===== src/rtl/blink_pkg.sv =====
package blink_pkg;
   localparam int PHASES = 4;
   localparam int PH_W   = $clog2(PHASES);
   localparam int GROUPS = PHASES - 1;
   typedef logic [PH_W-1:0] phase_t;
   localparam phase_t PH_DARK = '0;
endpackage


===== src/rtl/blink_state_reg.sv =====
module blink_state_reg
   import blink_pkg::*;
(
   input  logic   clk,
   input  logic   rst,
   input  phase_t nxt,
   output phase_t cur
);
   always_ff @(posedge clk) begin
      if (rst) cur <= PH_DARK;
      else     cur <= nxt;
   end
endmodule


===== src/rtl/blink_next_phase.sv =====
module blink_next_phase
   import blink_pkg::*;
#(
   parameter bit USE_STEP_EN = 1'b1
)(
   input  phase_t cur,
   input  logic   sw_on,
   input  logic   step_en,
   output phase_t nxt
);
   localparam phase_t LAST = phase_t'(PHASES - 1);
   logic adv;

   generate
      if (USE_STEP_EN) begin : g_gated
         assign adv = step_en;
      end else begin : g_free
         logic unused_step;
         assign unused_step = step_en;
         assign adv = 1'b1;
      end
   endgenerate

   always_comb begin
      if (!sw_on)        nxt = PH_DARK;
      else if (!adv)     nxt = cur;
      else if (cur == LAST) nxt = PH_DARK;
      else               nxt = cur + phase_t'(1);
   end
endmodule


===== src/rtl/blink_lamp_decode.sv =====
module blink_lamp_decode
   import blink_pkg::*;
(
   input  phase_t            cur,
   output logic [GROUPS-1:0] grp
);
   for (genvar g = 0; g < GROUPS; g++) begin : g_grp
      assign grp[g] = (cur > phase_t'(g));
   end
endmodule


===== src/rtl/blink_sign_ctrl.sv =====
module blink_sign_ctrl
   import blink_pkg::*;
#(
   parameter bit USE_STEP_EN = 1'b1
)(
   input  logic clk,
   input  logic rst,
   input  logic sw_on,
   input  logic step_en,
   output logic lamp_front,
   output logic lamp_mid,
   output logic lamp_tip
);
   initial begin
      if (PHASES != 4) $error("blink_sign_ctrl: four phases required");
      if (GROUPS != 3) $error("blink_sign_ctrl: three lamp groups required");
   end

   phase_t            cur, nxt;
   logic [GROUPS-1:0] grp;

   blink_next_phase #(.USE_STEP_EN(USE_STEP_EN)) u_next (
      .cur(cur), .sw_on(sw_on), .step_en(step_en), .nxt(nxt));

   blink_state_reg u_reg (.clk(clk), .rst(rst), .nxt(nxt), .cur(cur));

   blink_lamp_decode u_dec (.cur(cur), .grp(grp));

   assign lamp_front = grp[0];
   assign lamp_mid   = grp[1];
   assign lamp_tip   = grp[2];
endmodule


===== config.mk =====
export PLATFORM = sky130hd
export DESIGN_NAME = blink_sign_ctrl
export DESIGN_NICKNAME = d
export VERILOG_FILES = /design/src/rtl/blink_pkg.sv /design/src/rtl/blink_state_reg.sv /design/src/rtl/blink_next_phase.sv /design/src/rtl/blink_lamp_decode.sv /design/src/rtl/blink_sign_ctrl.sv
export SDC_FILE = /design/constraint.sdc
export NUM_CORES = 1
export LEC_CHECK = 0
export ABC_AREA = 1
export BUFFER_PORTS_ARGS = -buffer_cell sky130_fd_sc_hd__buf_2
export CAP_MARGIN = 0
export CORE_AREA = 10 10 47 49
export CTS_CLUSTER_SIZE = 28
export DETAILED_ROUTE_END_ITERATION = 10
export DIE_AREA = 0 0 57 59
export GPL_TIMING_DRIVEN = 0
export PLACE_DENSITY_LB_ADDON = 0.15
export SKIP_LAST_GASP = 1
export SYNTH_ARGS = -nofsm -noshare
export SYNTH_HDL_FRONTEND = slang
export SYNTH_SLANG_ARGS = --single-unit

===== constraint.sdc =====
create_clock -name clk -period 2.2 [get_ports clk]
set_input_delay 0 -clock clk [delete_from_list [all_inputs] [get_ports clk]]
set_output_delay 0 -clock clk [all_outputs]
set_load 0.05 [all_outputs]

**Word-level counts from Yosys, hierarchy flattened**

Cells that the tools add are included.
Widths: inputs -> output; s select.

- Logic and storage cells: 9
- Register bits: 2
- Output and inout port bits: 3
- Input port bits: 4

- Bitwise logic cells: 1
- Magnitude comparators: 3
- Multiplexer cells: 1
- Eq/ne operators: 1
- Reductions and logical operators: 1
- Add/subtract/negate cells: 1

Operator list:

| cell | number |
|---|---|
| $gt 2x1->1 const B | 2 |
| $add 2x1->2 const B | 1 |
| $eq 2x2->1 const B | 1 |
| $gt 2x2->1 const B | 1 |
| $mux 2 | 1 |
| $reduce_or 2->1 | 1 |
| $not 1->1 | 1 |

**Logic depth before layout (Yosys ltp)**

Gate-level depths: netlist of run 1.

- Word-level depth: 2
- Depth in mapped cells: 4
- Depth with buffers taken out: 4

**Cells and area by module**

From an unflattened synthesis of run 1, not the netlist that was laid out.

- Cells, all modules: 21
- Area total of the unflattened synthesis: 122.6 µm²

By module, submodules not included:

| module | area each (µm²) | cells an instance | seq. area each (µm²) | times used |
|---|---|---|---|---|
| blink_state_reg | 55.1 | 6 | 40.0 | 1 |
| blink_next_phase | 45.0 | 9 | 0.0 | 1 |
| blink_lamp_decode | 22.5 | 6 | 0.0 | 1 |

**Worst setup path before layout of run 1**

OpenSTA, ideal clock, no wires.

- Path type: flip-flop to output port
- Start point: register u_reg.cur[1]
- End point: output port lamp_mid
- Setup slack: 950 ps
- Data required time: 2,200 ps
- Arrival: 1,250 ps
- Cell stages (with the launch flop): 4
- Path buffers: 0
- Cell sequence: dfxtp_1 inv_1 ha_1 nor2_1

- Cells in the longest elaborated chain, start to end: 1

Ends and longest elaborated chain:

| item | line | text |
|---|---|---|
| start, declared | blink_state_reg.sv:7 | `output phase_t cur` |
| start signal, assigned | blink_state_reg.sv:11 | `else cur <= nxt;` |
| $gt 2x1->1 | blink_lamp_decode.sv:8 | `assign grp[g] = (cur > phase_t'(g));` |
| end, declared | blink_sign_ctrl.sv:11 | `output logic lamp_mid,` |

No other way between the ends.

**Worst setup path after layout of run 1**

Same ends and word-level chain as after synthesis.

==> results of run 1 <==
cell families after synthesis:
group	after synthesis	synth area share [%]
flip-flops	2	26.02
adder cells (fa/ha/maj)	4	32.52
AND/OR/NAND/NOR	7	17.88
buffers and inverters	6	14.63
AO/OA/AOI/OAI	2	8.941
power groups by stage:
stage          Clock, mW  Sequential, mW  Combinational, mW
2_1_floorplan          0          0.0396             0.0116
3_3_place_gp           0          0.0401             0.0171
3_5_place_dp           0          0.0401             0.0174
4_1_cts           0.0845          0.0397             0.0175
5_1_grt           0.0866          0.0399             0.0197
6_report          0.0800          0.0396             0.0173
layer usage:
layer  up-vias  part of all wire (%)  GRT usage [%]
li1         81                     -              -
met1        64                    52          2.479
met2         7                    28          2.171
met3         0                    20          3.863
met4         0                     0          2.013
met5         -                     0              0
synthesized netlist by cell type (all sizes together):
cell type | count | share of area (%)
dfxtp | 2 | 26
ha | 4 | 33
nand3 | 1 | 3.2
nand2 | 4 | 9.8
a21oi | 2 | 8.9
inv | 6 | 15
nor2 | 2 | 4.9
cell type report:
type / count / area (um^2)
multi-input combinational: 13 / 91.34
clock buffer: 3 / 22.52
inverter: 6 / 22.52
fill: 165 / 1175
timing repair buffer: 6 / 30.03
tap: 16 / 20.02
sequential: 2 / 40.04
worst paths after layout:
check	slack, ps	start	to
setup / recovery	980	u_reg.cur[1]$_SDFFE_PP0P_	lamp_mid
setup reg to reg	1160	u_reg.cur[0]$_SDFFE_PP0P_	u_reg.cur[1]$_SDFFE_PP0P_
hold reg to reg	520	u_reg.cur[1]$_SDFFE_PP0P_	u_reg.cur[1]$_SDFFE_PP0P_
hold / removal	30	sw_on	u_reg.cur[1]$_SDFFE_PP0P_
critical path: stages, from the launching register on:
cell,delay (ps)
dfxtp_1,370
inv_1,90
ha_1,180
nor2_1,90
buf_2,270
metrics by stage:
step / total power [mW] / worst slack (ps)
floorplan: 0.05121 / 949.7
CTS: 0.1417 / 951.7
finish: 0.1370 / 979.6
global placement: 0.05719 / 1175
detailed placement: 0.05753 / 1170
global route: 0.1462 / 893.4
placed cells by master, fill, tap and decap left out, drive strengths merged:
cell type and n:
inv 6, a21oi 2, dfxtp 2, ha 4
nand3 1, buf 6, nor2 2, clkbuf 3
nand2 4
==> metrics.txt, run 1 <==
Sw Pwr=33.04 uW; Synth Warn #=0; Clock Latency Late Sink=220 ps; Initial DRC Count=2; max-cap viol count=0; Setup crit start kind=flop; 1st-pass router iterations=4; final worst-path cycle share=55.47%; required time of the critical path=2200 ps; Min Hold Slack=34.47 ps; RSZ-0062 raised after global routing=false; hold depth=3; Logic pwr share=12.7%; Root Buffer=clkbuf_4; initial antenna violation count=0; clock net sink count=2; Yosys reg bits=2; n_diodes=0; top fanout value on the critical path=4; Boundary Pins=7; vias in the first global route=157; P_int=103.9 uW; VDD IR max=0.2898 mV; Cell Pwr Density=604.8 nW/um^2; Placed Area=203.9 um^2; post-route core utilization=16.16%; number of hold buffers added after cts=0; reg2reg path depth=4; setup repair bufs after CTS=0; largest net degree at the start of global routing=7; skew final=4.574 ps; Net Sw Frac=24.12%; Mapped Area=153.9 um^2; status=complete, no violations; via count=152; Detail Placement HPWL=285.5 um; setup TNS=0 ps; clock transition at the registers of the reported paths=30 ps; clock power share=58.4%; DIE AREA=3363 um^2; largest register by flop count=u_reg.cur; global-route wire length before repair=614 um; Core Region=1401 um^2; worst hold path class=input port to flop; Worst Setup End Kind=output port; Slew HR=83.10%; WL/cell=7.370 um; nets=40; starting density of the core=10.98%; Post-CTS Resized=0; DIE WIDTH=57 um; crit path time final=1220 ps; Worst EP arrival=1220 ps; Antenna Violating Nets Remaining=0; mean area per synthesized cell=7.328 um^2; CTS Buf Count=3; Slew @ Worst Pin=255.2 ps; die height=59 um; DRC Markers=0; Max Freq=819.4 MHz; unique cell type count in the Yosys netlist=8; total track usage=2.544%; vias per std cell=3.304; htree depth=1; WS Path Type=flop to output port; RePlAce Congestion=0.6024; CTS tree=yes; Final Hold Vio Count=0; # rows=14; Total Wirelength=339 um; Final Cell Area=226.5 um^2; syn_nets=29; # placed instances=43; IO buf count=6; Area Overhead vs Synth=47.15%; P_leak=0.1284 nW; layout cells sized above 1=33.33%; Reg power frac=28.9%; register area share after synthesis=26.02%; max-slew violations=0; grt ovf=0; final non-filler cell total=46; Mapped Cells=21; Largest register FFs=2; Clock Path Buffers=2; Final setup viols=0; biggest regs=u_reg.cur: 2 flops
Note: power is estimated with default switching activity, not from simulation.
==> run 2, diff against run 1 <==
clock period = 1.17 ns   (was 2.2 ns; I/O delays follow)
==> run 2 against run 1 <==
  * Die area stayed put
  * Register-to-register slack got worse by 950 ps
  * Cell count stayed put
  * Sequential cell count unchanged
  * Clock power rose by 90%
  * Wire length rose by 9.1%
  * Final area is 6.1% higher
  * Sequential power up 89%
  * Sequential share of layout area is essentially flat
  * First-iteration DRC count is 100% lower
  * Critical path depth is the same
  * Global-route usage down 0.085 points
==> metrics.txt, run 2 (synthesis results as in run 1) <==
CTS Buf Count=3; Max stage delay on crit path=350 ps; VDD IR max=0.4298 mV; setup TNS=0 ps; reg2reg path depth=4; Reg2Reg Capture Point=u_reg.cur[1]$_SDFFE_PP0P_; RSZ-0062 raised after global routing=true; Clock Latency Late Sink=230 ps; initial antenna violation count=0; Placed Area=206.4 um^2; Total Wirelength=370 um; biggest regs=u_reg.cur: 2 flops; DIE WIDTH=57 um; RR Startpoint=u_reg.cur[1]$_SDFFE_PP0P_; CTS tree=yes; top fanout value on the critical path=4; required time of the critical path=1170 ps; layout cells sized above 1=43.33%; clock transition at the registers of the reported paths=30 ps; n_diodes=0; commonest non-fill, non-tap cell in the layout=inv_1; Setup crit start kind=flop; Core Region=1401 um^2; max-cap viol count=0; Final Hold Vio Count=0; clock net sink count=2; # rows=14; via count=140; slowest CP cell=dfxtp_2; IO buf count=6; layer with the highest usage=met4; commonest non-fill, non-tap cells in the layout=inv_1 (6), nand2_1 (4), ha_1 (4), buf_2 (4), clkbuf_4 (3); Slew HR=83.27%; max-slew violations=0; Detail Placement HPWL=297.1 um; # placed instances=43; R2R setup slack=210 ps; critical path endpoint=lamp_mid; skew final=7.540 ps; htree depth=1; starting density of the core=10.98%; largest net degree at the start of global routing=7; GRT met3 Usage=1.502%; Largest register FFs=2; DRC Markers=0; vias per std cell=3.043; Max Freq=897.1 MHz; total track usage=2.459%; P_leak=0.1296 nW; Worst EP arrival=1110 ps; Boundary Pins=7; Antenna Violating Nets Remaining=0; grt ovf=0; worst hold path class=input port to flop; Slew @ Worst Pin=252.7 ps; Area Overhead vs Synth=56.10%; routing usage on met1=2.600%; Clock Path Buffers=2; Final Cell Area=240.2 um^2; final worst-path cycle share=95.27%; Initial DRC Count=0; Final setup viols=0; Place WS=133.6 ps; largest register by flop count=u_reg.cur; M2 GR Usage=2.946%; Worst setup startpoint=u_reg.cur[1]$_SDFFE_PP0P_; crit path time final=1115 ps; 1st-pass router iterations=1; RePlAce Congestion=0.6800; setup ws final=55.32 ps; Cell Pwr Density=1093 nW/um^2; final non-filler cell total=46; DIE AREA=3363 um^2; Worst Setup End Kind=output port; die height=59 um; sequence of cells on the critical path=inv_1 > ha_1 > nor2_2 > buf_6; Root Buffer=clkbuf_4; global-route wire length before repair=607 um; nets=40; power consumption=262.7 uW; WS Path Type=flop to output port; status=complete, no violations; WL/cell=8.043 um; vias in the first global route=150
run 2: cell count changes in the layout (fill, tap and decap cells not counted):
cell     delta
buf_6       +1
buf_2       -2
dfxtp_2     +2
nor2_1      -1
dfxtp_1     -2
nor2_2      +1
buf_4       +1
run 2: layout make-up:
cell class,instances,area (um^2)
tap,16,20.02
sequential,2,42.54
clock buffer,3,22.52
inverter,6,22.52
multi-input combinational,13,93.84
fill,173,1161
timing repair buffer,6,38.79
run 2: through the flow:
stage | util, % | hold WS, ps
final | 17.14 | 18.71
after global routing | 17.14 | 26.30
after CTS | 16.70 | 18.49
after detailed placement | 14.73 | 260.7
after global placement | 14.73 | 261.0
after floorplan | - | 136.1
run 2: report_power, final:
group,total (mW),switching [mW],leakage [nW],internal (mW)
clock network,0.152,0.0393,0.0138,0.113
registers,0.0749,0.00336,0.0172,0.0715
logic,0.0353,0.0219,0.0986,0.0133
total,0.263,0.0646,0.130,0.198
run 2: timing repair:
action / 4_1_cts / 5_1_grt
endpoints found under the setup margin: 2 / 2
hold buffers: 0 / 0
gates resized for setup: 2 / 3
setup buffers: 0 / 0
run 2: metal layers:
| layer | vias up | routed length (um) |
|---|---|---|
| met4 | 0 | 0 |
| met5 | - | 0 |
| met2 | 5 | 157 |
| met1 | 55 | 186 |
| met3 | 0 | 26 |
| li1 | 80 | - |
run 2: critical path, delay by kind of cell (launching register included):
kind,cells,cell delay [ps]
fa+ha+maj,1,190
simple gates,1,110
flops,1,350
buf+inv,2,240
run 2: worst min path at each step:
stage | start | endpoint | slack (ps) | cells past startpoint
2_1_floorplan | sw_on | u_reg.cur[1]$_SDFFE_PP0P_ | 140 | 2
3_3_place_gp | sw_on | u_reg.cur[1]$_SDFFE_PP0P_ | 260 | 3
3_5_place_dp | rst | u_reg.cur[1]$_SDFFE_PP0P_ | 260 | 4
4_1_cts | rst | u_reg.cur[1]$_SDFFE_PP0P_ | 20 | 4
5_1_grt | sw_on | u_reg.cur[1]$_SDFFE_PP0P_ | 30 | 3
6_report | rst | u_reg.cur[1]$_SDFFE_PP0P_ | 20 | 4
==> run 3, diff against run 2 <==
BUFFER_PORTS_ARGS = default   (was -buffer_cell sky130_fd_sc_hd__buf_2)
CORE_AREA = 2 2 39 41   (was 10 10 47 49)
DIE_AREA = 0 0 41 43   (was 0 0 57 59)
DONT_BUFFER_PORTS = 1   (was default)
==> run 3 against run 2 <==
  * Wire length decreased by 8.9%
  * Combinational power increased by 8.8%
  * Sequential share of layout area decreased by 0.18 points
  * Utilization increased by 0.40 points
  * Global-route usage increased by 3.0 points
  * First-iteration DRC count unchanged
  * Largest power group unchanged
  * Clock power about the same
  * Die area decreased by 48%
  * Cell count decreased by 6.5%
  * Final area increased by 1.0%
  * Maximum frequency decreased by 3.3%
==> metrics.txt, run 3 (synthesis results as in run 1) <==
initial antenna violation count=0; final non-filler cell total=43; number of fill cells=169; Area Overhead vs Synth=57.72%; top fanout value on the critical path=4; skew final=0.3730 ps; RR Startpoint=u_reg.cur[0]$_SDFFE_PP0P_; grt ovf=0; Largest register FFs=2; vias per std cell=3.419; Antenna Violating Nets Remaining=0; storage element area=42.54 um^2; Max Freq=867.4 MHz; setup TNS=0 ps; Core Region=1384 um^2; reg2reg path depth=4; Sw Pwr=65.79 uW; status=complete, no violations; Worst Setup End Kind=output port; Slew HR=78.48%; RSZ-0062 raised after global routing=true; Reg2Reg Capture Point=u_reg.cur[1]$_SDFFE_PP0P_; DIE AREA=1763 um^2; Place WS=45.08 ps; via count=147; biggest regs=u_reg.cur: 2 flops; n_diodes=0; Reg power frac=28.5%; starting density of the core=11.12%; htree depth=1; Final Hold Vio Count=0; CTS tree=yes; hold depth=3; worst hold path class=input port to flop; largest net degree at the start of global routing=7; final worst-path cycle share=98.54%; required time of the critical path=1170 ps; Logic pwr share=14.5%; crit path time final=1153 ps; Worst EP arrival=1150 ps; power consumption=265.2 uW; layout cells sized above 1=40.74%; multi-input logic area=101.3 um^2; die height=43 um; CTS Buf Count=3; Root Buffer=clkbuf_4; Total Wirelength=337 um; commonest non-fill, non-tap cell in the layout=nand2_1; max-slew violations=0; Detail Placement HPWL=251.2 um; nets=37; setup ws final=17.08 ps; clock transition at the registers of the reported paths=30 ps; DIE WIDTH=41 um; Clock Latency Late Sink=220 ps; post-route core utilization=17.54%; clock net sink count=2; IO buf count=0; commonest non-fill, non-tap cells in the layout=nand2_1 (4), inv_1 (3), ha_1 (3), clkbuf_4 (3), dlygate4sd3_1 (3); total track usage=5.506%; R2R setup slack=190 ps; Boundary Pins=7; P_leak=0.1013 nW; WL/cell=7.837 um; Min-Delay Startpoint=sw_on; vias in the first global route=172; 1st-pass router iterations=1; WS Path Type=flop to output port; # rows=14; Initial DRC Count=0; Min-Delay Endpoint=u_reg.cur[1]$_SDFFE_PP0P_; Slew @ Worst Pin=322.0 ps; max-cap viol count=0; Setup crit start kind=flop; Cell Pwr Density=1093 nW/um^2; global-route wire length before repair=579 um; Final setup viols=0; largest register by flop count=u_reg.cur; clock power share=57.0%; Clock Path Buffers=2; P_int=199.4 uW; DRC Markers=0; # placed instances=37; Net Sw Frac=24.81%; VDD IR max=0.2709 mV; RePlAce Congestion=0.5995
## run 3: worst max-delay path by stage
| stage | start | end | slack (ps) |
|---|---|---|---|
| after CTS | u_reg.cur[1]$_SDFFE_PP0P_ | lamp_mid | -10 |
| after global placement | u_reg.cur[1]$_SDFFE_PP0P_ | lamp_mid | 50 |
| after floorplan | u_reg.cur[1]$_SDFFE_PP0P_ | lamp_mid | 120 |
| final | u_reg.cur[1]$_SDFFE_PP0P_ | lamp_mid | 20 |
| after detailed placement | u_reg.cur[1]$_SDFFE_PP0P_ | lamp_mid | 50 |
| after global routing | u_reg.cur[1]$_SDFFE_PP0P_ | lamp_mid | -20 |
## run 3: layer usage
metal	wire [um]	global-route usage [%]	up-vias	part of all wire [%]
li1	-	-	73	-
met1	132	4.777	70	39
met2	184	7.813	4	55
met3	21	1.571	0	6.2
met4	0	8.000	0	0
met5	0	0	-	0
## run 3: area by class of cell
class / instances / share of cell area (%)
inverter: 6 / 10.82
timing repair buffer: 3 / 12.37
clock buffer: 3 / 9.278
multi-input combinational: 13 / 41.75
tap: 16 / 8.247
sequential: 2 / 17.53
## run 3: per-stage QoR
step | cell area, um^2 | hold WS (ps)
2_1_floorplan | 156.4 | 136.1
3_3_place_gp | 176.4 | 147.2
3_5_place_dp | 176.4 | 145.7
4_1_cts | 252.7 | 488.5
5_1_grt | 242.7 | 509.6
6_report | 242.7 | 484.8
## run 3: what timing repair did
action                                  in CTS  in global routing
endpoints found under the setup margin       3                  3
setup buffers                                0                  0
hold buffers                                 4                  0
resized for setup                            5                  2
pin swaps                                    1                  1
hold endpoints to repair                     2                  0
## run 3: critical path, cell delays in order, from the launching register on
cell	delay, ps
dfxtp_2	360
inv_2	70
ha_1	210
nor2_4	300
## run 3: power by group through the flow
stage | logic [mW] | registers, mW | clock network, mW
6_report | 0.0384 | 0.0756 | 0.151
5_1_grt | 0.0425 | 0.0763 | 0.161
4_1_cts | 0.0412 | 0.0754 | 0.164
3_5_place_dp | 0.0252 | 0.0758 | 0
3_3_place_gp | 0.0250 | 0.0755 | 0
2_1_floorplan | 0.0225 | 0.0745 | 0
